<file path="src/rtl/wwdg_pkg.sv">
// Shared constants and address map for the windowed watchdog.
// Assumes a 7-bit counter whose timeout is the clearing of its top bit.
package wwdg_pkg;
    localparam int DATA_W = 16;
    localparam int CNT_W  = 7;

    localparam logic [CNT_W-1:0] CNT_RESET = 7'h7F;
    localparam logic [CNT_W-1:0] CNT_LAST  = 7'h40;  // last value before timeout
    localparam logic [CNT_W-1:0] CNT_WARN  = 7'h41;  // decrement from here sets warning

    typedef enum logic [1:0] {
        ADDR_CTRL = 2'd0,
        ADDR_CFG  = 2'd1,
        ADDR_STAT = 2'd2,
        ADDR_NONE = 2'd3
    } wwdg_addr_e;
endpackage

</file>
<file path="src/rtl/wwdg_prescaler.sv">
// Timebase: emits a one-cycle tick every FIXED_DIV << sel cycles.
// Assumes FIXED_DIV >= 2 and PSC_W >= 1; restart clears the phase, freeze holds it.
module wwdg_prescaler #(
    parameter int FIXED_DIV = 4096,
    parameter int PSC_W     = 2
) (
    input  logic             clk,
    input  logic             rst_n,
    input  logic             restart,
    input  logic             freeze,
    input  logic [PSC_W-1:0] sel,
    output logic             tick
);
    localparam int PW = $clog2(FIXED_DIV) + (1 << PSC_W) - 1;
    localparam logic [PW:0]   BASE = (PW+1)'(FIXED_DIV);
    localparam logic [PW-1:0] ONE  = {{(PW-1){1'b0}}, 1'b1};

    logic [PW-1:0] phase_q;
    logic [PW:0]   span;
    logic [PW-1:0] limit;

    // Purpose: terminal phase value for the selected divide.
    always_comb begin
        span  = BASE << sel;
        limit = span[PW-1:0] - ONE;
    end

    assign tick = !freeze && (phase_q >= limit);

    // Purpose: advance the phase counter, wrapping at the limit.
    always_ff @(posedge clk) begin
        if (!rst_n) begin
            phase_q <= '0;
        end else if (restart) begin
            phase_q <= '0;
        end else if (freeze) begin
            phase_q <= phase_q;
        end else if (tick) begin
            phase_q <= '0;
        end else begin
            phase_q <= phase_q + ONE;
        end
    end
endmodule

</file>
<file path="src/rtl/wwdg_counter.sv">
// Down-counter with activate latch, timeout and early-refresh detection.
// Assumes tick is a one-cycle strobe; a load in the same cycle overrides the tick.
module wwdg_counter
    import wwdg_pkg::*;
(
    input  logic             clk,
    input  logic             rst_n,
    input  logic             load,
    input  logic [CNT_W-1:0] load_val,
    input  logic             load_act,
    input  logic             tick,
    input  logic [CNT_W-1:0] window,
    output logic [CNT_W-1:0] count,
    output logic             active,
    output logic             warn_hit,
    output logic             rst_req
);
    logic [CNT_W-1:0] cnt_q;
    logic             act_q;
    logic             done_q;
    logic             req_q;
    logic             timeout;
    logic             early;

    // Purpose: classify the events of this cycle.
    always_comb begin
        timeout  = act_q && tick && !load && (cnt_q == CNT_LAST);
        early    = act_q && load && (cnt_q > window);
        warn_hit = act_q && tick && !load && (cnt_q == CNT_WARN);
    end

    // Purpose: load on refresh, otherwise decrement on active ticks.
    always_ff @(posedge clk) begin
        if (!rst_n) begin
            cnt_q <= CNT_RESET;
        end else if (load) begin
            cnt_q <= load_val;
        end else if (tick && act_q) begin
            cnt_q <= cnt_q - 7'd1;
        end
    end

    // Purpose: sticky activate bit, set only by a control write.
    always_ff @(posedge clk) begin
        if (!rst_n) begin
            act_q <= 1'b0;
        end else begin
            act_q <= act_q | (load & load_act);
        end
    end

    // Purpose: one reset pulse per system reset.
    always_ff @(posedge clk) begin
        if (!rst_n) begin
            req_q  <= 1'b0;
            done_q <= 1'b0;
        end else begin
            req_q  <= (timeout | early) & ~done_q;
            done_q <= done_q | timeout | early;
        end
    end

    assign count   = cnt_q;
    assign active  = act_q;
    assign rst_req = req_q;
endmodule

</file>
<file path="src/rtl/wwdg_cfg.sv">
// Configuration fields per byte lane, plus the early-warning status flag.
// Assumes set of the flag wins over a clear in the same cycle.
module wwdg_cfg
    import wwdg_pkg::*;
#(
    parameter int PSC_W = 2
) (
    input  logic             clk,
    input  logic             rst_n,
    input  logic             cfg_we,
    input  logic [1:0]       cfg_be,
    input  logic [CNT_W-1:0] wd_window,
    input  logic [PSC_W-1:0] wd_sel,
    input  logic             wd_ewe,
    input  logic             flag_clr,
    input  logic             warn_hit,
    output logic [CNT_W-1:0] window,
    output logic [PSC_W-1:0] sel,
    output logic             ewi_en,
    output logic             flag
);
    // Purpose: window field on lane 0.
    always_ff @(posedge clk) begin
        if (!rst_n) begin
            window <= CNT_RESET;
        end else if (cfg_we && cfg_be[0]) begin
            window <= wd_window;
        end
    end

    // Purpose: prescaler select and interrupt enable on lane 1.
    always_ff @(posedge clk) begin
        if (!rst_n) begin
            sel    <= '0;
            ewi_en <= 1'b0;
        end else if (cfg_we && cfg_be[1]) begin
            sel    <= wd_sel;
            ewi_en <= wd_ewe;
        end
    end

    // Purpose: early-warning flag, set by hardware, cleared by software.
    always_ff @(posedge clk) begin
        if (!rst_n) begin
            flag <= 1'b0;
        end else if (warn_hit) begin
            flag <= 1'b1;
        end else if (flag_clr) begin
            flag <= 1'b0;
        end
    end
endmodule

</file>
<file path="src/rtl/win_watchdog.sv">
// Top of the windowed watchdog: register decode, timebase, counter, read-back.
// Assumes one register write per cycle and a synchronous active-low reset.
module win_watchdog
    import wwdg_pkg::*;
#(
    parameter int FIXED_DIV = 4096,
    parameter int PSC_W     = 2
) (
    input  logic              clk,
    input  logic              rst_n,
    input  logic              bus_we,
    input  logic [1:0]        bus_addr,
    input  logic [1:0]        bus_be,
    input  logic [DATA_W-1:0] bus_wdata,
    output logic [DATA_W-1:0] bus_rdata,
    input  logic              dbg_halt,
    input  logic              dbg_freeze_en,
    output logic              rst_req,
    output logic              ewi_irq
);
    localparam int SEL_LSB = 8;
    localparam int EWE_BIT = SEL_LSB + PSC_W;
    localparam int CFG_PAD = DATA_W - EWE_BIT - 1;

    logic             load_w;
    logic             cfg_w;
    logic             clr_w;
    logic             freeze_w;
    logic             tick_w;
    logic             act_w;
    logic             warn_w;
    logic             flag_w;
    logic             ewe_w;
    logic [CNT_W-1:0] cnt_w;
    logic [CNT_W-1:0] win_w;
    logic [PSC_W-1:0] sel_w;
    logic             unused_wdata;

    // Purpose: decode register writes and the debug freeze.
    always_comb begin
        load_w   = bus_we && (bus_addr == ADDR_CTRL) && bus_be[0];
        cfg_w    = bus_we && (bus_addr == ADDR_CFG);
        clr_w    = bus_we && (bus_addr == ADDR_STAT) && bus_be[0] && !bus_wdata[0];
        freeze_w = dbg_halt && dbg_freeze_en;
    end

    assign unused_wdata = ^bus_wdata[DATA_W-1:EWE_BIT+1];

    wwdg_prescaler #(.FIXED_DIV(FIXED_DIV), .PSC_W(PSC_W)) u_psc (
        .clk     (clk),
        .rst_n   (rst_n),
        .restart (load_w),
        .freeze  (freeze_w),
        .sel     (sel_w),
        .tick    (tick_w)
    );

    wwdg_counter u_cnt (
        .clk      (clk),
        .rst_n    (rst_n),
        .load     (load_w),
        .load_val (bus_wdata[CNT_W-1:0]),
        .load_act (bus_wdata[CNT_W]),
        .tick     (tick_w),
        .window   (win_w),
        .count    (cnt_w),
        .active   (act_w),
        .warn_hit (warn_w),
        .rst_req  (rst_req)
    );

    wwdg_cfg #(.PSC_W(PSC_W)) u_cfg (
        .clk       (clk),
        .rst_n     (rst_n),
        .cfg_we    (cfg_w),
        .cfg_be    (bus_be),
        .wd_window (bus_wdata[CNT_W-1:0]),
        .wd_sel    (bus_wdata[EWE_BIT-1:SEL_LSB]),
        .wd_ewe    (bus_wdata[EWE_BIT]),
        .flag_clr  (clr_w),
        .warn_hit  (warn_w),
        .window    (win_w),
        .sel       (sel_w),
        .ewi_en    (ewe_w),
        .flag      (flag_w)
    );

    assign ewi_irq = flag_w & ewe_w;

    // Purpose: combinational read-back of the addressed register.
    always_comb begin
        case (bus_addr)
            ADDR_CTRL: bus_rdata = {{(DATA_W-CNT_W-1){1'b0}}, act_w, cnt_w};
            ADDR_CFG:  bus_rdata = {{CFG_PAD{1'b0}}, ewe_w, sel_w, 1'b0, win_w};
            ADDR_STAT: bus_rdata = {{(DATA_W-1){1'b0}}, flag_w};
            default:   bus_rdata = '0;
        endcase
    end
endmodule

</file>
<file path="config.mk">
export PLATFORM = sky130hd
export DESIGN_NAME = win_watchdog
export DESIGN_NICKNAME = d
export VERILOG_FILES = /design/src/rtl/wwdg_pkg.sv /design/src/rtl/wwdg_prescaler.sv /design/src/rtl/wwdg_counter.sv /design/src/rtl/wwdg_cfg.sv /design/src/rtl/win_watchdog.sv
export SDC_FILE = /design/constraint.sdc
export NUM_CORES = 1
export LEC_CHECK = 0
export BUFFER_PORTS_ARGS = -buffer_cell sky130_fd_sc_hd__buf_4
export CAP_MARGIN = 0
export CORE_MARGIN = 4
export CORE_UTILIZATION = 40
export DETAILED_ROUTE_END_ITERATION = 8
export PLACE_DENSITY_LB_ADDON = 0.2
export SYNTH_ARGS = -nofsm -noshare
export SYNTH_HDL_FRONTEND = slang
export SYNTH_SLANG_ARGS = --single-unit
</file>
<file path="constraint.sdc">
create_clock -name clk -period 2.7 [get_ports clk]
set_input_delay 0.405 -clock clk [delete_from_list [all_inputs] [get_ports clk]]
set_output_delay 0.405 -clock clk [all_outputs]
set_load 0.1 [all_outputs]
</file>
; After elaboration in Yosys (flattened, before gate mapping)
; Index checks and enable logic that the tools add are counted.
[op_classes]
add_sub_neg = 3
n_mul = 0
n_div = 0
magnitude_cmp = 2
n_eq_ne = 4
shifts = 1
mux = 6
n_bitwise = 9
reduce_logical = 23
[ops]
columns = cell, count
row1 = case mux 11 bit (3 select lines), 1
row2 = logical AND 1 bit, 16
row3 = adder 15 x 1 -> 15 bit (second input constant), 1
row4 = >= comparator 15 bit, 1
row5 = 2-to-1 mux 15 bit, 1
row6 = left shift 13 x 2 -> 15 bit (first input constant), 1
row7 = subtractor 15 x 1 -> 15 bit (second input constant), 1
row8 = == test 7 bit (second input constant), 2
row9 = 2-to-1 mux 7 bit, 2
row10 = greater-than comparator 7 bit, 1
row11 = subtractor 7 x 1 -> 7 bit (second input constant), 1
row12 = bitwise OR 1 bit, 4
row13 = nonzero test 2 bit, 2
row14 = bitwise AND 1 bit, 3
row15 = zero test 1 bit, 3
row16 = == test 2 x 1 -> 1 bit (second input constant), 1
row17 = == test 2 bit (second input constant), 1
row18 = zero test 2 bit, 1
row19 = 2-to-1 mux 1 bit, 2
row20 = inverter 1 bit, 2
row21 = OR reduction 2 bit, 1
[word_totals]
regBits = 36
latchBits = 0
ramBits = 0
mem_bits_ro = 0
input_bits = 25
out_inout_bits = 18
word_cells = 57
n_memories = 0

; Logic depth before layout (Yosys ltp)
; Gate-level depths: netlist (run 1).
[depth]
ltp_word = 9
ltp_mapped = 8
depth_no_buf = 7

; Cells and area by module
; Synthesis (run 1) repeated with hierarchy kept, for this count alone.
[hier_totals]
cells_unflattened = 258
hier_area_um2 = 2234.6
[modules_own_cells]
columns = module, instances, cells_each, area_per_inst_um2
row1 = wwdg_prescaler, 1, 93, 818.3
row2 = wwdg_counter, 1, 82, 700.7
row3 = wwdg_cfg, 1, 49, 478.0
row4 = win_watchdog, 1, 34, 237.7

; Least setup slack after synthesis (run 1)
; Ideal clock, no wire load.
[synth_timing]
path_kind = input-to-output
start = input bus_addr[1]
end = output bus_rdata[0]
arrival_time_ps = 2785
setup_slack_ps = -490
path_stages = 3
n_path_buf = 1
path_cell_list = buf_2 -> mux2i_1 -> o21ai_0
[synth_via]
elab_chain_len = 2
[synth_lines]
columns = item, line_no
row1 = "start, declared", win_watchdog.sv:12  ; input logic [1:0] bus_addr,
row2 = == test 2 bit (tied with other cells), win_watchdog.sv:92  ; case (bus_addr)
row3 = case mux 11 bit (3 select lines) (*), win_watchdog.sv:92
row4 = "end, declared", win_watchdog.sv:15  ; output logic [DATA_W-1:0] bus_rdata,
; Mark *: on every way between the ends. The rest lies on a longest branch, timed or not.

; Worst setup path after layout (run 1)
[layout_timing]
start = register u_cfg.sel[1]
end = register u_psc.phase_q[2]
[layout_via]
elab_chain_len = 5
[layout_lines]
columns = item, line_no
row1 = "start, declared", wwdg_cfg.sv:18  ; output logic [PSC_W-1:0] sel,
row2 = "start signal, assigned", wwdg_cfg.sv:37  ; sel <= wd_sel;
row3 = left shift 13 x 2 -> 15 bit, wwdg_prescaler.sv:24  ; span = BASE << sel;
row4 = subtractor 15 x 1 -> 15 bit, wwdg_prescaler.sv:25  ; limit = span[PW-1:0] - ONE;
row5 = >= comparator 15 bit, wwdg_prescaler.sv:28  ; assign tick = !freeze && (phase_q >= limit);
row6 = logical AND 1 bit, wwdg_prescaler.sv:28
row7 = 2-to-1 mux 15 bit, wwdg_prescaler.sv:38  ; end else if (tick) begin
row8 = "end signal, assigned", wwdg_prescaler.sv:37  ; phase_q <= phase_q;
row9 = "end signal, assigned", wwdg_prescaler.sv:41  ; phase_q <= phase_q + ONE;
row10 = "end, declared", wwdg_prescaler.sv:18  ; logic [PW-1:0] phase_q;
; No other way between the ends.
; A chain may end at the register's enable or synchronous reset.

==> flow_metrics.tcl, run 1 <==
set metrics [dict create \
    outcome "finished, final reports clean" \
    period_minus_slack_ps 2050 \
    num_antenna_cells 0 \
    portBuffers 32 \
    max_freq_ghz 0.487 \
    met3_length_um 230 \
    drive_gt1_share_pct 15.7 \
    synth-seq-area-share_pct 34.8 \
    slew_viol_final 0 \
    arrival_ps 2210 \
    path_cells "nand2_1, ha_1, nand3_1, nor4_4, a21oi_2, nand2_1, nor2_1" \
    synth_cell_types 39 \
    drv_cap 0 \
    leakagePower_nw 1.07 \
    place_area_um2 2340 \
    clk_latency_ps 290 \
    grt_antenna_before_repair 0 \
    ctsHtreeMaxLevel 2 \
    post_cts_buffers 0 \
    hold_viol 0 \
    dieArea_um2 6400 \
    row_count 25 \
    avgSynthCellArea_um2 8.09 \
    design_area_um2 2420 \
    holdWs_ps 346 \
    routed_wl_um 4480 \
    fillCellCount 500 \
    cp-end-kind "flop" \
    cts_resized 0 \
    syn2layout_area_growth_pct 16.8 \
    multiInputGateArea_um2 1220 \
    period_share_pct 76.0 \
    crit_path_frequent_cell "nand2_1" \
    cts_tree "built" \
    critPathMaxStageDelay_ps 400 \
    dr_total_vias 1765 \
    finalSetupViolCount 0 \
    initial_core_util_pct 42.5 \
    yosysWarnings 0 \
    final_core_util_pct 49.6 \
    core_um2 4880 \
    drt-initial-drc-count 94 \
    top_layer_used "met4" \
    seq_area_um2 721 \
    powerDensity_nw_per_um2 473 \
    syn_area_um2 2070 \
    detail-route-antenna-nets 0 \
    cts_root_buf "clkbuf_8" \
    worst_pin_slew_ps 621 \
    cp.required_ps 2860 \
    clock-sinks 36 \
    num_io_pins 43 \
    critical_path_class "flop to flop" \
    grt_pass1_wl_um 7620 \
    m1WireLength_um 2350 \
    final_common_cell "dfxtp_1" \
    slowest_stage "nand2_1" \
    fin_tns_setup_ps 0 \
    ys_ff_latch 36 \
    cts_buffer_depth 2 \
    netlist_instances 256 \
    mostFrequentLayoutCells "dfxtp_1, nor2_1, buf_4" \
    grt_pass1_vias 1620 \
    die_y_um 80.0 \
    die_x_um 80.0 \
    rsz0062_at_grt "false" \
    grt_max_degree 15 \
    worst_slew_margin_rel_pct 58.3 \
    clk_pin_slew_ps 70 \
    clock_skew_ps 9.26 \
    ir_drop_mv 0.220 \
    hp-class "input port to flop" \
    wl_met2_um 1850 \
    fin_nets 325 \
    crit_path_max_fanout 13 \
    wl_per_cell_um 12.7 \
    grt_overflow 0 \
    grt_usage_pct 15.2 \
    dp_hpwl_um 3380 \
    first_pass_iters 4 \
    viasPerCell 4.99 \
    start_kind "flop" \
    cts_inserted_buffers 5 \
    cts_hold_buf 0 \
    globalplace.congestion 0.813 \
    drc 0 \
]
[layout make-up]
cell class / count / share of cell area [%]
multi-input combinational: 194 / 50.5
sequential: 36 / 29.8
timing repair buffer: 34 / 10.5
tap: 67 / 3.46
clock buffer: 6 / 3.00
inverter: 16 / 2.48
clock inverter: 1 / 0.207
[cells by family after synthesis]
group	synth area share [%]
other	0.181
xor gates and xnor gates	6.34
muxes	5.31
DFF	34.8
buffers and inverters	6.88
and+or+nand+nor	26.4
adders and majority gates	7.85
AOI/OAI and AO/OA	12.2
[Yosys cell counts]
master / n / area share (%)
and2_1: 6 / 1.8
o2bb2ai_1: 1 / 0.42
nand4_1: 7 / 2.1
xnor2_1: 3 / 1.3
conb_1: 1 / 0.18
clkbuf_1: 5 / 0.91
ha_1: 13 / 7.9
a21bo_2: 1 / 0.48
nor3_1: 4 / 0.97
nor2_1: 35 / 6.3
and2_4: 1 / 0.42
nor4_4: 1 / 1.0
o41ai_1: 1 / 0.42
a31oi_1: 4 / 1.2
nand3b_1: 1 / 0.36
and4_1: 2 / 0.85
and3_1: 2 / 0.60
nand2_1: 32 / 5.8
o21ai_0: 7 / 1.7
buf_2: 3 / 0.72
nor2b_1: 2 / 0.60
buf_6: 1 / 0.54
o221ai_1: 1 / 0.42
a21oi_1: 9 / 2.2
mux2i_1: 11 / 5.3
nand3_1: 9 / 2.2
buf_4: 5 / 1.8
dfxtp_1: 36 / 35
nor3b_1: 2 / 0.72
nand2b_1: 1 / 0.30
nand4b_1: 2 / 0.85
xor2_1: 12 / 5.1
a22oi_1: 2 / 0.72
a211oi_1: 1 / 0.36
o211ai_1: 9 / 3.3
a22oi_2: 1 / 0.60
or3_1: 5 / 1.5
a21oi_2: 1 / 0.42
inv_1: 16 / 2.9
[per-stage QoR]
stage	setup slack [ps]	cells	power, mW
CTS	598	354	1.16
floorplan	266	260	0.744
global placement	645	347	0.795
finish	647	354	1.15
detailed placement	606	347	0.797
global route	400	354	1.20
[final timing paths]
check                from                to  slack [ps]  cells after the start
min reg2reg  u_cnt.done_q     u_cnt.rst_req         430                      1
min          bus_wdata[7]      u_cnt.active         350                      3
max reg2reg  u_cfg.sel[1]  u_psc.phase_q[2]         650                      7
max          u_cfg.sel[1]  u_psc.phase_q[2]         650                      7
[state kept, by name, indices dropped and copies added, names as in the netlist]
register and flops:
u_psc.phase_q 15, u_cfg.window 7, u_cnt.count 7, u_cfg.sel 2, u_cfg.ewi_en 1, u_cfg.flag 1, u_cnt.active 1, u_cnt.done_q 1
u_cnt.rst_req 1
[metal layers]
| layer | global-route usage, % | vias to the layer above |
|---|---|---|
| li1 | - | 931 |
| met1 | 21.5 | 794 |
| met2 | 22.1 | 35 |
| met3 | 4.18 | 5 |
| met4 | 5.07 | 0 |
| met5 | 0 | - |
[power breakdown]
group          internal, mW  switching [mW]
combinational        0.0649           0.159
clock                 0.175           0.186
sequential            0.544          0.0166
total                 0.785           0.361
[worst max-delay path, delay by kind of cell, from the launching register on]
kind,cells,cell delay [ps]
and+or+nand+nor,5,1080
DFF,1,390
AOI/OAI and AO/OA,1,170
adders and majority gates,1,290
No activity file was read; power rests on OpenSTA's default activity.
==> run 2, diff against run 1 <==
- ABC_AREA: default -> 1
- clock period: 2.7 -> 1.7 ns (I/O delays scaled with it)
==> run 2 against run 1 <==
Effect of this change: the run now ends with negative setup slack left; maximum frequency increased by 19%; critical path depth increased by 6; die area increased by 1.8%; non-clock buffer count increased by 14; global-route usage increased by 1.4 points; cell area increased by 12%; sequential share of layout area decreased by 3.1 points; clock power increased by 75%; critical endpoint is now u_psc.phase_q[0].
==> flow_metrics.tcl, run 2 <==
set metrics [dict create \
    pwr-share-seq_pct 45.6 \
    hold_depth 3 \
    grt_usage_pct 16.6 \
    slew_viol_final 0 \
    detail-route-antenna-nets 0 \
    ys_top_cells_by_count "nand2_1, dfxtp_1, inv_1" \
    crit_path_max_fanout 3 \
    globalplace.congestion 0.833 \
    netSwitchingFraction_pct 32.1 \
    arrival_ps 1910 \
    powerDensity_nw_per_um2 708 \
    num_io_pins 43 \
    synth_top_area_share_pct 34.1 \
    seq_area_um2 724 \
    grt_pass1_vias 1927 \
    grt_overflow 0 \
    dp_hpwl_um 3630 \
    violations "negative setup slack" \
    wl_per_cell_um 11.9 \
    cp-end-kind "flop" \
    critical_path_buf_inv_count 3 \
    synthMostInstantiatedCell "nand2_1" \
    design_area_um2 2720 \
    synth_ff_type "dfxtp_1" \
    synth_area_leaders "dfxtp_1, nand2_1, ha_1" \
    grt_antenna_before_repair 0 \
    fillCellCount 526 \
    rsz0062_at_grt "true" \
    hp-class "input port to flop" \
    start_kind "flop" \
    synth-edff-count 0 \
    die_y_um 80.7 \
    ir_drop_mv 0.460 \
    synth-seq-area-share_pct 34.1 \
    clock_skew_ps 5.48 \
    slowest_stage "dfxtp_2" \
    max_freq_ghz 0.579 \
    period_share_pct 102 \
    grtUsageMet2_pct 26.5 \
    place_area_um2 2490 \
    worst_slew_margin_rel_pct 57.0 \
    cts_buffer_depth 2 \
    grt.met3_usage_pct 2.91 \
    busiest_layer "met2" \
    ys_ff_latch 36 \
    viasPerCell 4.76 \
    pwr-share-clk_pct 32.7 \
    worst_pin_slew_ps 643 \
    holdPathEnd "u_cfg.window[4]" \
    cts_tree "built" \
    num_antenna_cells 0 \
    async_flop_share_pct 0 \
    cp.required_ps 1880 \
    path_delay_family "simple AND/OR/NAND/NOR gates" \
    dr_total_vias 1945 \
    drc 0 \
    dieArea_um2 6510 \
    cts_hold_buf 0 \
    syn2layout_area_growth_pct 28.8 \
    synth.largest_area_cell "dfxtp_1" \
    synth_cell_types 32 \
    period_minus_slack_ps 1730 \
    initial_core_util_pct 41.4 \
    grt_max_degree 21 \
    grt_pass1_wl_um 8620 \
    crit_path_frequent_cell "nand2_1" \
    first_pass_iters 4 \
    core_um2 5110 \
    leakagePower_nw 1.25 \
    portBuffers 32 \
    outcome "complete, but fails checks" \
    multiInputGateArea_um2 1320 \
    r2r-end "u_psc.phase_q[0]" \
    final_common_cell "nand2_1" \
    drive_gt1_share_pct 30.1 \
    routed_wl_um 4870 \
    clk_pin_slew_ps 70 \
    yosysWarnings 0 \
    netlist_instances 289 \
    preCtsSetupSlack_ps -107 \
    critical_path_class "flop to flop" \
    r2r_start "u_cfg.sel[1]" \
    row_count 26 \
    min-delay-start "bus_wdata[4]" \
    mostFrequentLayoutCells "nand2_1, buf_4, dfxtp_1" \
    cts_inserted_buffers 5 \
    largest_reg_flops 15 \
    worst_r2r_path_depth 13 \
    drt-initial-drc-count 144 \
    clk_latency_ps 280 \
    r2r_slack_ps -30 \
    die_x_um 80.7 \
    cts_root_buf "clkbuf_8" \
    drv_cap 0 \
    avgSynthCellArea_um2 7.31 \
    largest_register "u_psc.phase_q" \
    finalSetupViolCount 3 \
    p_comb_share_pct 21.6 \
    clock-sinks 36 \
    critPathMaxStageDelay_ps 350 \
    power.internal_mw 1.31 \
    fin_nets 376 \
    syn_area_um2 2110 \
    final_core_util_pct 53.3 \
    global_route.usage.met1_pct 22.6 \
    hold_viol 0 \
    switching_power_mw 0.619 \
    layout_setup_ws_ps -28.3 \
    ctsHtreeMaxLevel 2 \
    path_cells "nand2_2, ha_4, nand2_2, nor2_1, nand2_1, o21ai_1, nand2_1, nand2_4, buf_4, inv_6, buf_4, nand2_1, a21oi_1" \
]
-- run 2: cell count changes in the layout (fill, tap and decap cells not counted), sizes merged, moves of 4 or more --
| cell | change |
|---|---|
| nand2 | +47 |
| inv | +17 |
| buf | +14 |
| mux2i | -11 |
| and2 | -7 |
| o21ai | +6 |
| o22ai | +5 |
| or3 | -5 |
| a21oi | +4 |
-- run 2: power groups by stage --
stage / clock network, mW / registers (mW) / logic, mW
after detailed placement: 0 / 0.897 / 0.397
after global routing: 0.701 / 0.881 / 0.451
after CTS: 0.658 / 0.878 / 0.402
final: 0.630 / 0.879 / 0.416
after floorplan: 0 / 0.896 / 0.302
after global placement: 0 / 0.897 / 0.393
-- run 2: per-layer routing --
| layer | vias to the layer above | part of all wire (%) |
|---|---|---|
| li1 | 1017 | - |
| met1 | 888 | 47 |
| met2 | 36 | 46 |
| met3 | 4 | 5.5 |
| met4 | 0 | 1.3 |
| met5 | - | 0 |
-- run 2: cell type report --
class	count	area share [%]
inverters	33	4.92
multi-input cells	214	48.6
well taps	70	3.22
clock buffers	6	3.03
repair buffers	48	13.2
clock inverters	2	0.368
flip-flops and latches	36	26.6
-- run 2: logic make-up after synthesis --
logic type	share of synthesized area, %
compound gates	11.5
xor+xnor	6.22
fa+ha+maj	7.70
buf+inv	9.47
flops	34.1
other cells	0.177
simple gates	30.8
-- run 2: how the worst max path moves through the flow --
stage | from | to | cells past startpoint | slack (ps)
4_1_cts | u_cfg.sel[0] | u_cfg.flag | 12 | -6
6_report | u_cfg.sel[1] | u_psc.phase_q[0] | 13 | -30
5_1_grt | u_cfg.sel[1] | u_cfg.flag | 12 | -150
3_5_place_dp | u_cfg.sel[0] | u_cnt.count[6] | 13 | -110
2_1_floorplan | bus_addr[1] | bus_rdata[1] | 4 | -520
3_3_place_gp | u_cfg.sel[0] | u_psc.phase_q[1] | 11 | -50
-- run 2: worst register-to-register path, stage by stage (launching register included) --
cell and delay (ps):
dfxtp_2 350, nand2_2 70, ha_4 270, nand2_2 50, nor2_1 90, nand2_1 50
o21ai_1 140, nand2_1 110, nand2_4 90, buf_4 130, inv_6 50, buf_4 120
nand2_1 50, a21oi_1 50
-- run 2: per-stage QoR --
stage                     TNS, ps  instances  total power, mW  hold WS [ps]
after floorplan             -4470        293             1.20           385
after global placement       -435        398             1.29           405
after detailed placement    -1360        398             1.29           412
after CTS                   -6.12        407             1.94           185
after global routing        -1950        409             2.03           190
final                       -34.2        409             1.93           192
-- run 2: timing repair --
action / 4_1_cts / 5_1_grt
endpoints found under the hold margin: 0 / 0
setup endpoints to repair: 22 / 23
setup buffers: 0 / 2
gates resized for setup: 8 / 25
pin swaps: 1 / 4
cloned: 1 / 0
